**src/rtl/mthd_pkg.sv**
```systemverilog
package mthd_pkg;

   typedef enum logic [1:0] {
      ERR_RANGE     = 2'd0,
      ERR_ODD_START = 2'd1,
      ERR_SEQUENCE  = 2'd2,
      ERR_OVERFLOW  = 2'd3
   } err_code_e;

   typedef enum logic [1:0] {
      CAP_IDLE    = 2'd0,
      CAP_COLLECT = 2'd1,
      CAP_DISCARD = 2'd2
   } cap_state_e;

endpackage

```
**src/rtl/mthd_regfile.sv**
```systemverilog
module mthd_regfile #(
   parameter int IDX_W      = 12,
   parameter int DATA_W     = 32,
   parameter int REG_DEPTH  = 48,
   parameter int DRAW_MTHD  = 35,
   parameter int QUERY_MTHD = 27,
   parameter bit STROBE_REG = 1'b1,
   localparam int RIDX_W    = $clog2(REG_DEPTH)
) (
   input  logic              clk,
   input  logic              rst_n,
   input  logic              we,
   input  logic [IDX_W-1:0]  widx,
   input  logic [DATA_W-1:0] wdata,
   input  logic [RIDX_W-1:0] ridx,
   output logic [DATA_W-1:0] rdata,
   output logic              draw_pulse,
   output logic              query_pulse
);

   logic [DATA_W-1:0] words [REG_DEPTH];

   for (genvar g = 0; g < REG_DEPTH; g++) begin : g_word
      logic [DATA_W-1:0] word_q;
      always_ff @(posedge clk or negedge rst_n) begin
         if (!rst_n)
            word_q <= '0;
         else if (we && (widx == IDX_W'(g)))
            word_q <= wdata;
      end
      assign words[g] = word_q;
   end

   always_comb begin
      rdata = '0;
      if (int'(ridx) < REG_DEPTH)
         rdata = words[ridx];
   end

   logic draw_hit, query_hit;
   assign draw_hit  = we && (widx == IDX_W'(DRAW_MTHD));
   assign query_hit = we && (widx == IDX_W'(QUERY_MTHD));

   if (STROBE_REG) begin : g_strobe_flop
      logic draw_q, query_q;
      always_ff @(posedge clk or negedge rst_n) begin
         if (!rst_n) begin
            draw_q  <= 1'b0;
            query_q <= 1'b0;
         end else begin
            draw_q  <= draw_hit;
            query_q <= query_hit;
         end
      end
      assign draw_pulse  = draw_q;
      assign query_pulse = query_q;
   end else begin : g_strobe_comb
      assign draw_pulse  = draw_hit;
      assign query_pulse = query_hit;
   end

endmodule

```
**src/rtl/mthd_prm_fifo.sv**
```systemverilog
module mthd_prm_fifo #(
   parameter int DATA_W = 32,
   parameter int DEPTH  = 32,
   localparam int AW    = $clog2(DEPTH)
) (
   input  logic              clk,
   input  logic              rst_n,
   input  logic              push,
   input  logic [DATA_W-1:0] wdata,
   input  logic              commit,
   input  logic              rollback,
   input  logic              pop,
   output logic [DATA_W-1:0] rdata,
   output logic              avail,
   output logic              full
);

   logic [AW:0] wptr_q, rptr_q, commit_q;
   logic [AW:0] wptr_inc;
   logic [DATA_W-1:0] slots [DEPTH];

   assign wptr_inc = wptr_q + (AW+1)'(1);

   for (genvar g = 0; g < DEPTH; g++) begin : g_slot
      logic [DATA_W-1:0] slot_q;
      always_ff @(posedge clk or negedge rst_n) begin
         if (!rst_n)
            slot_q <= '0;
         else if (push && (wptr_q[AW-1:0] == AW'(g)))
            slot_q <= wdata;
      end
      assign slots[g] = slot_q;
   end

   always_ff @(posedge clk or negedge rst_n) begin
      if (!rst_n) begin
         wptr_q   <= '0;
         rptr_q   <= '0;
         commit_q <= '0;
      end else begin
         if (rollback)
            wptr_q <= commit_q;
         else if (push)
            wptr_q <= wptr_inc;
         if (commit)
            commit_q <= push ? wptr_inc : wptr_q;
         if (pop && avail)
            rptr_q <= rptr_q + (AW+1)'(1);
      end
   end

   assign full  = ((wptr_q - rptr_q) == (AW+1)'(DEPTH));
   assign avail = (rptr_q != commit_q);
   assign rdata = slots[rptr_q[AW-1:0]];

   AST_NO_OVERFLOW: assert property (@(posedge clk) disable iff (!rst_n)
      push |-> !full);
   AST_NO_PUSH_ON_ROLLBACK: assert property (@(posedge clk) disable iff (!rst_n)
      !(push && rollback));
   AST_READ_BEHIND_COMMIT: assert property (@(posedge clk) disable iff (!rst_n)
      (commit_q - rptr_q) <= (AW+1)'(DEPTH));

endmodule

```
**src/rtl/mthd_capture.sv**
```systemverilog
module mthd_capture
   import mthd_pkg::*;
#(
   parameter int IDX_W         = 12,
   parameter int REM_W         = 8,
   parameter int REG_DEPTH     = 48,
   parameter int MACRO_BASE    = 'hE00,
   parameter int MACRO_ENTRIES = 64,
   parameter int PRM_DEPTH     = 32,
   localparam int ENTRY_W      = $clog2(MACRO_ENTRIES),
   localparam int CNT_W        = $clog2(PRM_DEPTH + 1)
) (
   input  logic               clk,
   input  logic               rst_n,
   input  logic               wr_valid,
   output logic               wr_ready,
   input  logic [IDX_W-1:0]   wr_method,
   input  logic [REM_W-1:0]   wr_remain,
   input  logic               fifo_full,
   output logic               reg_we,
   output logic               fifo_push,
   output logic               fifo_commit,
   output logic               fifo_rollback,
   output logic               call_valid,
   input  logic               call_ready,
   output logic [ENTRY_W-1:0] call_entry,
   output logic [CNT_W-1:0]   call_count,
   output logic               err_valid,
   output logic [1:0]         err_code
);

   localparam logic [IDX_W-1:0] MAC_LO  = IDX_W'(MACRO_BASE);
   localparam logic [IDX_W:0]   MAC_END = (IDX_W+1)'(MACRO_BASE + 2*MACRO_ENTRIES);
   localparam logic [IDX_W-1:0] REG_END = IDX_W'(REG_DEPTH);

   cap_state_e          st_q, st_d;
   logic [IDX_W-1:0]    arg_q;
   logic [ENTRY_W-1:0]  entry_q;
   logic [CNT_W-1:0]    cnt_q;
   logic                pend_q;
   logic [ENTRY_W-1:0]  pend_entry_q;
   logic [CNT_W-1:0]    pend_cnt_q;
   logic                err_q;
   err_code_e           code_q;

   logic                acc, last, is_mac, mac_ok, start, take, fire, err_d;
   err_code_e           code_d;
   logic [IDX_W-1:0]    off;
   logic [ENTRY_W-1:0]  new_entry;
   logic [CNT_W-1:0]    cnt_base;

   assign acc       = wr_valid && wr_ready;
   assign last      = (wr_remain == '0);
   assign is_mac    = (wr_method >= MAC_LO);
   assign mac_ok    = ({1'b0, wr_method} < MAC_END);
   assign off       = wr_method - MAC_LO;
   assign new_entry = ENTRY_W'(off >> 1);
   assign cnt_base  = start ? '0 : cnt_q;

   always_comb begin
      st_d          = st_q;
      reg_we        = 1'b0;
      fifo_push     = 1'b0;
      fifo_commit   = 1'b0;
      fifo_rollback = 1'b0;
      start         = 1'b0;
      take          = 1'b0;
      fire          = 1'b0;
      err_d         = 1'b0;
      code_d        = ERR_RANGE;
      if (acc) begin
         case (st_q)
            CAP_IDLE: begin
               if (!is_mac) begin
                  if (wr_method < REG_END) reg_we = 1'b1;
                  else begin err_d = 1'b1; code_d = ERR_RANGE; end
               end else if (!mac_ok) begin
                  err_d = 1'b1; code_d = ERR_RANGE;
               end else if (wr_method[0]) begin
                  err_d = 1'b1; code_d = ERR_ODD_START;
               end else begin
                  start = 1'b1;
                  take  = 1'b1;
               end
            end
            default: begin
               if (wr_method != arg_q) begin
                  err_d = 1'b1; code_d = ERR_SEQUENCE;
               end else
                  take = 1'b1;
            end
         endcase
         if (take) begin
            if (st_q == CAP_DISCARD) begin
               if (last) st_d = CAP_IDLE;
            end else if (fifo_full) begin
               err_d         = 1'b1;
               code_d        = ERR_OVERFLOW;
               fifo_rollback = 1'b1;
               st_d          = last ? CAP_IDLE : CAP_DISCARD;
            end else begin
               fifo_push = 1'b1;
               if (last) begin
                  fifo_commit = 1'b1;
                  fire        = 1'b1;
                  st_d        = CAP_IDLE;
               end else
                  st_d = CAP_COLLECT;
            end
         end
      end
   end

   always_ff @(posedge clk or negedge rst_n) begin
      if (!rst_n) begin
         st_q         <= CAP_IDLE;
         arg_q        <= '0;
         entry_q      <= '0;
         cnt_q        <= '0;
         pend_q       <= 1'b0;
         pend_entry_q <= '0;
         pend_cnt_q   <= '0;
         err_q        <= 1'b0;
         code_q       <= ERR_RANGE;
      end else begin
         st_q   <= st_d;
         err_q  <= err_d;
         code_q <= code_d;
         if (start) begin
            arg_q   <= wr_method + IDX_W'(1);
            entry_q <= new_entry;
         end
         if (fifo_push)
            cnt_q <= cnt_base + CNT_W'(1);
         if (fire) begin
            pend_q       <= 1'b1;
            pend_entry_q <= start ? new_entry : entry_q;
            pend_cnt_q   <= cnt_base + CNT_W'(1);
         end else if (pend_q && call_ready)
            pend_q <= 1'b0;
      end
   end

   assign wr_ready   = !pend_q;
   assign call_valid = pend_q;
   assign call_entry = pend_entry_q;
   assign call_count = pend_cnt_q;
   assign err_valid  = err_q;
   assign err_code   = code_q;

   AST_CALL_HOLD: assert property (@(posedge clk) disable iff (!rst_n)
      call_valid && !call_ready |=> call_valid && $stable(call_entry) && $stable(call_count));
   AST_QUIET_WHILE_PENDING: assert property (@(posedge clk) disable iff (!rst_n)
      call_valid |-> !reg_we && !fifo_push && !fifo_rollback);
   AST_CALL_COUNT_RANGE: assert property (@(posedge clk) disable iff (!rst_n)
      call_valid |-> (call_count != '0) && (call_count <= CNT_W'(PRM_DEPTH)));
   AST_FIRE_NEEDS_LAST: assert property (@(posedge clk) disable iff (!rst_n)
      $rose(call_valid) |-> $past(wr_valid && (wr_remain == '0)));

endmodule

```
**src/rtl/mthd_dispatch.sv**
```systemverilog
module mthd_dispatch #(
   parameter int IDX_W         = 12,
   parameter int DATA_W        = 32,
   parameter int REM_W         = 8,
   parameter int REG_DEPTH     = 48,
   parameter int DRAW_MTHD     = 35,
   parameter int QUERY_MTHD    = 27,
   parameter int MACRO_BASE    = 'hE00,
   parameter int MACRO_ENTRIES = 64,
   parameter int PRM_DEPTH     = 32,
   parameter bit STROBE_REG    = 1'b1,
   localparam int RIDX_W       = $clog2(REG_DEPTH),
   localparam int ENTRY_W      = $clog2(MACRO_ENTRIES),
   localparam int CNT_W        = $clog2(PRM_DEPTH + 1)
) (
   input  logic               clk,
   input  logic               rst_n,
   input  logic               wr_valid,
   output logic               wr_ready,
   input  logic [IDX_W-1:0]   wr_method,
   input  logic [DATA_W-1:0]  wr_data,
   input  logic [REM_W-1:0]   wr_remain,
   input  logic [RIDX_W-1:0]  rd_idx,
   output logic [DATA_W-1:0]  rd_data,
   output logic               draw_pulse,
   output logic               query_pulse,
   output logic               call_valid,
   input  logic               call_ready,
   output logic [ENTRY_W-1:0] call_entry,
   output logic [CNT_W-1:0]   call_count,
   input  logic               prm_pop,
   output logic [DATA_W-1:0]  prm_data,
   output logic               prm_avail,
   output logic               err_valid,
   output logic [1:0]         err_code
);

   if (PRM_DEPTH < 2 || (PRM_DEPTH & (PRM_DEPTH - 1)) != 0) begin : g_chk_depth
      $error("PRM_DEPTH must be a power of two of at least 2");
   end
   if (REG_DEPTH > MACRO_BASE) begin : g_chk_regs
      $error("register file overlaps the macro method range");
   end
   if ((MACRO_BASE % 2) != 0) begin : g_chk_base
      $error("MACRO_BASE must be even");
   end
   if (MACRO_BASE + 2*MACRO_ENTRIES > (1 << IDX_W)) begin : g_chk_space
      $error("macro range exceeds the method index space");
   end
   if (DRAW_MTHD >= REG_DEPTH || QUERY_MTHD >= REG_DEPTH || DRAW_MTHD == QUERY_MTHD) begin : g_chk_strobe
      $error("strobe methods must be distinct ordinary methods");
   end

   logic reg_we, fifo_push, fifo_commit, fifo_rollback, fifo_full;

   mthd_capture #(
      .IDX_W(IDX_W), .REM_W(REM_W), .REG_DEPTH(REG_DEPTH),
      .MACRO_BASE(MACRO_BASE), .MACRO_ENTRIES(MACRO_ENTRIES), .PRM_DEPTH(PRM_DEPTH)
   ) u_capture (
      .clk(clk), .rst_n(rst_n),
      .wr_valid(wr_valid), .wr_ready(wr_ready),
      .wr_method(wr_method), .wr_remain(wr_remain),
      .fifo_full(fifo_full), .reg_we(reg_we),
      .fifo_push(fifo_push), .fifo_commit(fifo_commit), .fifo_rollback(fifo_rollback),
      .call_valid(call_valid), .call_ready(call_ready),
      .call_entry(call_entry), .call_count(call_count),
      .err_valid(err_valid), .err_code(err_code)
   );

   mthd_regfile #(
      .IDX_W(IDX_W), .DATA_W(DATA_W), .REG_DEPTH(REG_DEPTH),
      .DRAW_MTHD(DRAW_MTHD), .QUERY_MTHD(QUERY_MTHD), .STROBE_REG(STROBE_REG)
   ) u_regs (
      .clk(clk), .rst_n(rst_n),
      .we(reg_we), .widx(wr_method), .wdata(wr_data),
      .ridx(rd_idx), .rdata(rd_data),
      .draw_pulse(draw_pulse), .query_pulse(query_pulse)
   );

   mthd_prm_fifo #(
      .DATA_W(DATA_W), .DEPTH(PRM_DEPTH)
   ) u_params (
      .clk(clk), .rst_n(rst_n),
      .push(fifo_push), .wdata(wr_data),
      .commit(fifo_commit), .rollback(fifo_rollback),
      .pop(prm_pop), .rdata(prm_data),
      .avail(prm_avail), .full(fifo_full)
   );

   AST_STROBE_EXCL: assert property (@(posedge clk) disable iff (!rst_n)
      !((draw_pulse || query_pulse) && err_valid));

endmodule

```
**config.mk**
```make
export PLATFORM = sky130hd
export DESIGN_NAME = mthd_dispatch
export DESIGN_NICKNAME = d
export VERILOG_FILES = /design/src/rtl/mthd_pkg.sv /design/src/rtl/mthd_regfile.sv /design/src/rtl/mthd_prm_fifo.sv /design/src/rtl/mthd_capture.sv /design/src/rtl/mthd_dispatch.sv
export SDC_FILE = /design/constraint.sdc
export NUM_CORES = 2
export LEC_CHECK = 0
export BUFFER_PORTS_ARGS = -buffer_cell sky130_fd_sc_hd__buf_2
export CAP_MARGIN = 20
export CORE_UTILIZATION = 52
export DETAILED_ROUTE_END_ITERATION = 8
export PLACE_DENSITY_LB_ADDON = 0.12
export SLEW_MARGIN = 40
export SYNTH_ARGS = -nofsm -noshare
export SYNTH_HDL_FRONTEND = slang
export SYNTH_SLANG_ARGS = --single-unit
```
**constraint.sdc**
```tcl
create_clock -name clk -period 5.48 [get_ports clk]
set_input_delay 1.096 -clock clk [delete_from_list [all_inputs] [get_ports clk]]
set_output_delay 1.096 -clock clk [all_outputs]
set_load 0.01 [all_outputs]
```
Word level (Yosys, flattened, before mapping)
Index checks and enable logic that the tools add are counted.
{"block": "op_classes", "addsub": 6, "n_lt_le_gt_ge": 6, "n_eq_ne": 83, "mux": 62, "n_bitwise": 2, "reduce_logical": 90}
{"op": "$bmux 32 s6", "count": 1}
{"op": "$eq 12x5->1 const B", "count": 16}
{"op": "$eq 12x6->1 const B", "count": 16}
{"op": "$bmux 32 s5", "count": 1}
{"op": "$mux 32", "count": 5}
{"op": "$eq 12x4->1 const B", "count": 8}
{"op": "$logic_and 1x1->1", "count": 83}
{"op": "$eq 5x5->1 const B", "count": 16}
{"op": "$eq 12x3->1 const B", "count": 4}
{"op": "$eq 5x4->1 const B", "count": 8}
{"op": "$mux 1", "count": 39}
{"op": "$eq 12x2->1 const B", "count": 2}
{"op": "$mux 2", "count": 12}
{"op": "$mux 6", "count": 4}
{"op": "$eq 5x3->1 const B", "count": 4}
{"op": "$add 6x1->6 const B", "count": 3}
{"op": "$add 12x1->12 const B", "count": 1}
{"op": "$eq 12x1->1 const B", "count": 1}
{"op": "$ge 12x12->1 const B", "count": 1}
{"op": "$logic_not 12->1", "count": 1}
{"op": "$lt 12x12->1 const B", "count": 1}
{"op": "$lt 12x6->1 const B", "count": 1}
{"op": "$ne 12x12->1", "count": 1}
{"op": "$eq 5x2->1 const B", "count": 2}
{"op": "other kinds (18)", "count": 18}
{"block": "totals", "register_bits": 2622}

Depth between registers and ports, before layout
{"block": "depth", "depth_word": 9, "mapped_depth": 14, "ltp_nobuf": 9}

Hierarchy
From an unflattened synthesis, not the netlist that was laid out.
{"block": "unflattened", "hier_cells": 7809, "area_unflattened_um2": 119988.8}
{"module": "mthd_regfile", "n_inst": 1, "cells_per_inst": 4548, "area_per_inst_um2": 70556.4, "seq_area_each_um2": 38486.9}
{"module": "mthd_prm_fifo", "n_inst": 1, "cells_per_inst": 3048, "area_per_inst_um2": 47187.8, "seq_area_each_um2": 26075.0}
{"module": "mthd_capture", "n_inst": 1, "cells_per_inst": 213, "area_per_inst_um2": 2244.7, "seq_area_each_um2": 1051.0}

Worst setup path after synthesis
OpenSTA, ideal clock, no wires.
{"block": "synth_path", "path_type": "input to output", "from": "in rd_idx[0]", "to": "out rd_data[10]", "t_arrival_ns": 3.069, "required_time_ns": 4.384, "path_slack_ns": 1.315, "path_stages": 8, "path_buffers": 3, "cell_sequence": "buf_2 > clkbuf_1 > buf_1 > mux4_2 > a22oi_1 > nand2_1 > o21ai_0 > nand2_1"}
{"block": "synth_between", "elab_chain_cells": 5}
{"element": "start, declared", "line": "mthd_dispatch.sv:23", "text": "input logic [RIDX_W-1:0] rd_idx,"}
{"element": "$not 6->7 (not written as such)", "line": "mthd_regfile.sv:37", "text": "rdata = words[ridx];"}
{"element": "$bmux 32 s6", "line": "mthd_regfile.sv:37"}
{"element": "$mux 32 (not written as such) (2 in series)", "line": "mthd_regfile.sv:37"}
{"element": "$mux 32 *", "line": "mthd_regfile.sv:36", "text": "if (int'(ridx) < REG_DEPTH)"}
{"element": "end, declared", "line": "mthd_dispatch.sv:24", "text": "output logic [DATA_W-1:0] rd_data,"}
Mark *: on every way between the ends. The rest lies on a longest branch, timed or not. The select of a mux whose other input is x is not followed.

Worst setup path in the final report
{"block": "layout_path", "from": "reg u_params.rptr_q[0]", "to": "out prm_data[24]"}
{"block": "layout_between", "elab_chain_cells": 4}
{"element": "start, declared", "line": "mthd_prm_fifo.sv:18", "text": "logic [AW:0] wptr_q, rptr_q, commit_q;"}
{"element": "start signal, assigned", "line": "mthd_prm_fifo.sv:48", "text": "rptr_q <= rptr_q + (AW+1)'(1);"}
{"element": "$not 5->6 (not written as such)", "line": "mthd_prm_fifo.sv:54", "text": "assign rdata = slots[rptr_q[AW-1:0]];"}
{"element": "$bmux 32 s5", "line": "mthd_prm_fifo.sv:54"}
{"element": "$mux 32 (not written as such) (2 in series)", "line": "mthd_prm_fifo.sv:54"}
{"element": "end, declared", "line": "mthd_dispatch.sv:32", "text": "output logic [DATA_W-1:0] prm_data,"}
Every way passes these cells. The select of a mux whose other input is x is not followed.

==> metrics.md <==
| Metric | Value |
|---|---|
| Status | `finished, final reports clean` |
| WL met1 | `134700 um` |
| Top cell type by total area after synthesis | `dfrtp_1` |
| Mux contribution to synthesized area | `38.02%` |
| #FFs+latches synth | `2622` |
| Sequential share of power | `45.3%` |
| Final GP Congestion | `0.7796` |
| Internal power | `32.71 mW` |
| Post-cts sizing count | `0` |
| Synth Cell Area | `119500 sq um` |
| CP Max Fanout | `31` |
| Die Height | `481.4 um` |
| Synth Area in Compound Gates | `1.634%` |
| Met2 routed WL | `150400 um` |
| Ys Warns | `0` |
| Final setup viols | `0` |
| Main combinational cell family by area after synthesis | `multiplexers` |
| Initial antenna violation count | `7` |
| Worst vdd ir | `298.4 uV` |
| Core area | `227900 sq um` |
| CP Capture Type | `output port` |
| Highest Signal Layer | `met4` |
| Sequential fraction of the synthesis area | `54.90%` |
| Clk_lat worst skew | `0.95 ns` |
| Max-slew violations | `0` |
| # clock sinks | `2622` |
| Simple-gate portion of the synthesized area | `2.037%` |
| Vias in the first global route | `71520` |
| Arrival time at the worst endpoint | `3.77 ns` |
| Routed Antenna Nets | `0` |
| Nets | `7554` |
| Vias/cell | `6.230` |
| Die ar. | `231800 sq um` |
| DP Area | `123800 sq um` |
| Fin Setup TNS | `0 ns` |
| Worst Tran Pin Value | `0.8625 ns` |
| Clock Path Buffers | `4` |
| Synth async-reset ratio | `100.0%` |
| Die Width | `481.4 um` |
| Hold Fails Final Rpt | `0` |
| Clock Root Buffer | `clkbuf_16` |
| Row cnt | `175` |
| Final wirelength | `305500 um` |
| Syn nets | `7632` |
| Post-synth EDFFs | `0` |
| Post-layout min period | `4.864 ns` |
| CP Data Required Time | `4.38 ns` |
| Adder-cell area share of the yosys netlist | `0.1780%` |
| Total gr overflow | `0` |
| Fin Hold WS | `0.06312 ns` |
| Hold WC Path Type | `input port to asynchronous set/reset pin` |
| Switching power | `10.62 mW` |
| Postcts setup bufs | `0` |
| Fin worst setup slack | `0.6164 ns` |
| Post-synth top flop | `dfrtp_1` |
| I/O Buffers | `146` |
| P_leak | `65.47 nW` |
| Xor-xnor portion of the synthesized cell area | `0.2565%` |
| CTS Buf Count | `296` |
| Initial DRT Pass Iterations | `5` |
| TritonCTS clock tree | `done` |
| Synth top area cells | `dfrtp_1 55%, mux2_2 23%, mux4_2 13%, mux2_1 1.6%, clkbuf_1 1.5%` |
| H-tree lvl count | `5` |
| I/O Pins | `147` |
| # DRC | `0` |
| Largest net degree at the start of global routing | `149` |
| Dpl hpwl | `176700 um` |
| PD cells | `324.4 nW/um^2` |
| Vias | `66620` |
| DR iter-0 viols | `4517` |
| Max Clk Rate | `205.6 MHz` |
| Avg Inst Size Synth | `15.83 sq um` |
| Period utilization | `88.75%` |
| Synth unique cells | `55` |
| Slew Limit Headroom | `42.50%` |
| First-pass GRT wire length | `468600 um` |
| Worst-path clk slew | `0.06 ns` |
| Hold-fix buffers, CTS | `0` |
| Total track usage | `26.95%` |
| Met3 WL post-DR | `12870 um` |
| Setup CP Type | `flip-flop to output port` |
| Critical Path Start Type | `flip-flop` |
| Max Cap Viol | `0` |
| Post-Syn Instances | `7552` |
| Sw Share | `24.52%` |
| Skew final | `0.03561 ns` |
| Final Cell Area | `133600 sq um` |
| Layout cell share with drive strength beyond 1 | `53.00%` |
| Combinational share of power | `9.3%` |
| Pre-CTS WS | `0.7425 ns` |
| Synth top area share | `54.90%` |
| RSZ-0062 raised after global routing | `false` |
| Clock power frac | `45.4%` |
| Initial Util | `52.43%` |
| Per-cell routed wire length | `28.56 um` |
| Synthesis-to-layout area growth | `11.75%` |
==> Yosys cell counts, types with 5 or more instances <==
cell         n
nand3_1     36
a31oi_1      5
inv_1       14
buf_2      122
xnor2_1     19
nor2b_1      9
o31ai_1      5
mux4_2     704
o22ai_1     31
buf_1      118
a21oi_1      8
and2_1      10
ha_1        17
mux2_2    2401
nor4_4      23
o21ai_0     63
nor4_2       9
nor4_1       5
mux2i_1     63
buf_4       87
nand4_1     15
dfrtp_1   2622
nor2_1      21
a22oi_1    160
mux2_1     170
or4_1        5
xor2_1      16
nand2_1    258
and3_1      18
clkbuf_1   471
nand2b_1     9
==> layout make-up <==
| type | count | area [sq um] |
|---|---|---|
| inverter | 14 | 57.56 |
| multi-input combinational | 4115 | 50650 |
| antenna | 8 | 20.02 |
| fill | 17350 | 94370 |
| tap | 3009 | 3765 |
| clock inverter | 69 | 848.3 |
| timing repair buffer | 425 | 3880 |
| sequential | 2622 | 65630 |
| clock buffer | 432 | 8717 |
==> cell usage in the layout (no fill, tap or decap), types with 68 or more instances in the layout <==
cell type / n
mux4_2: 704
nand2_1: 255
mux2_2: 2401
a22oi_1: 160
dfrtp_1: 2618
buf_4: 187
mux2_1: 170
clkbuf_16: 303
buf_12: 68
buf_2: 140
==> kinds of logic (layout without fill, tap and decap cells) <==
logic type,after synthesis,count (layout)
muxes,3338,3338
DFF,2622,2622
buffers and inverters,815,940
and+or+nand+nor,438,438
AOI/OAI and AO/OA,287,287
xor gates and xnor gates,35,35
adders and majority gates,17,17
other,0,8
==> state kept, by name, indices dropped and copies added (netlist names), 2 cells and up <==
register and cells:
u_params.commit_q 6, u_capture.call_entry 6, u_params.rptr_q 6, u_params.wptr_q 6
u_capture.cnt_q 6, u_capture.arg_q 12, u_capture.entry_q 6, u_params.g_slot.slot_q 1024
u_regs.g_word.word_q 1536, u_capture.call_count 6, u_capture.err_code 2, u_capture.st_q 2
==> through the flow <==
stage | util (%) | total power [mW] | instances
after floorplan | - | 22.46 | 7552
after global placement | 54.27 | 24.11 | 10180
after detailed placement | 54.33 | 24.14 | 10180
after CTS | 58.53 | 43.85 | 10680
after global routing | 58.59 | 44.86 | 10690
final | 58.60 | 43.33 | 10690
==> metal layers <==
layer | track usage (%) | vias up
met4 | 6.905 | 0
met3 | 3.731 | 487
met2 | 44.62 | 1450
li1 | - | 27890
met5 | 0 | -
met1 | 37.66 | 36800
==> power groups by stage <==
| stage | clock (mW) | sequential (mW) | combinational [mW] |
|---|---|---|---|
| finish | 19.7 | 19.6 | 4.05 |
| global route | 20.9 | 19.6 | 4.36 |
| CTS | 20.1 | 19.6 | 4.15 |
| detailed placement | 0 | 20.0 | 4.15 |
| global placement | 0 | 20.0 | 4.13 |
| floorplan | 0 | 19.8 | 2.66 |
==> path summary, 6_finish.rpt <==
path                                 startpoint                              to  slack [ns]  cells past startpoint
hold reg to reg            u_capture.entry_q[4]            u_capture.entry_q[4]        0.47                      2
setup / recovery             u_params.rptr_q[0]                    prm_data[24]        0.62                      6
min in group clk                     call_ready            u_capture.call_valid        0.36                      2
hold / removal                            rst_n    u_regs.g_word[45].word_q[21]        0.06                      1
setup reg to reg             u_params.rptr_q[0]  u_params.g_slot[15].slot_q[18]        1.71                      8
max in group asynchronous                 rst_n   u_params.g_slot[8].slot_q[12]        3.68                      4
==> worst max-delay path: stages, from the launching register on <==
cell and delay, ns:
dfrtp_4 0.70, buf_4 0.62, mux4_2 0.60, mux4_2 0.47, nand2_1 0.15, nand2_1 0.13, buf_2 0.16
(Power assumes the default switching activity.)
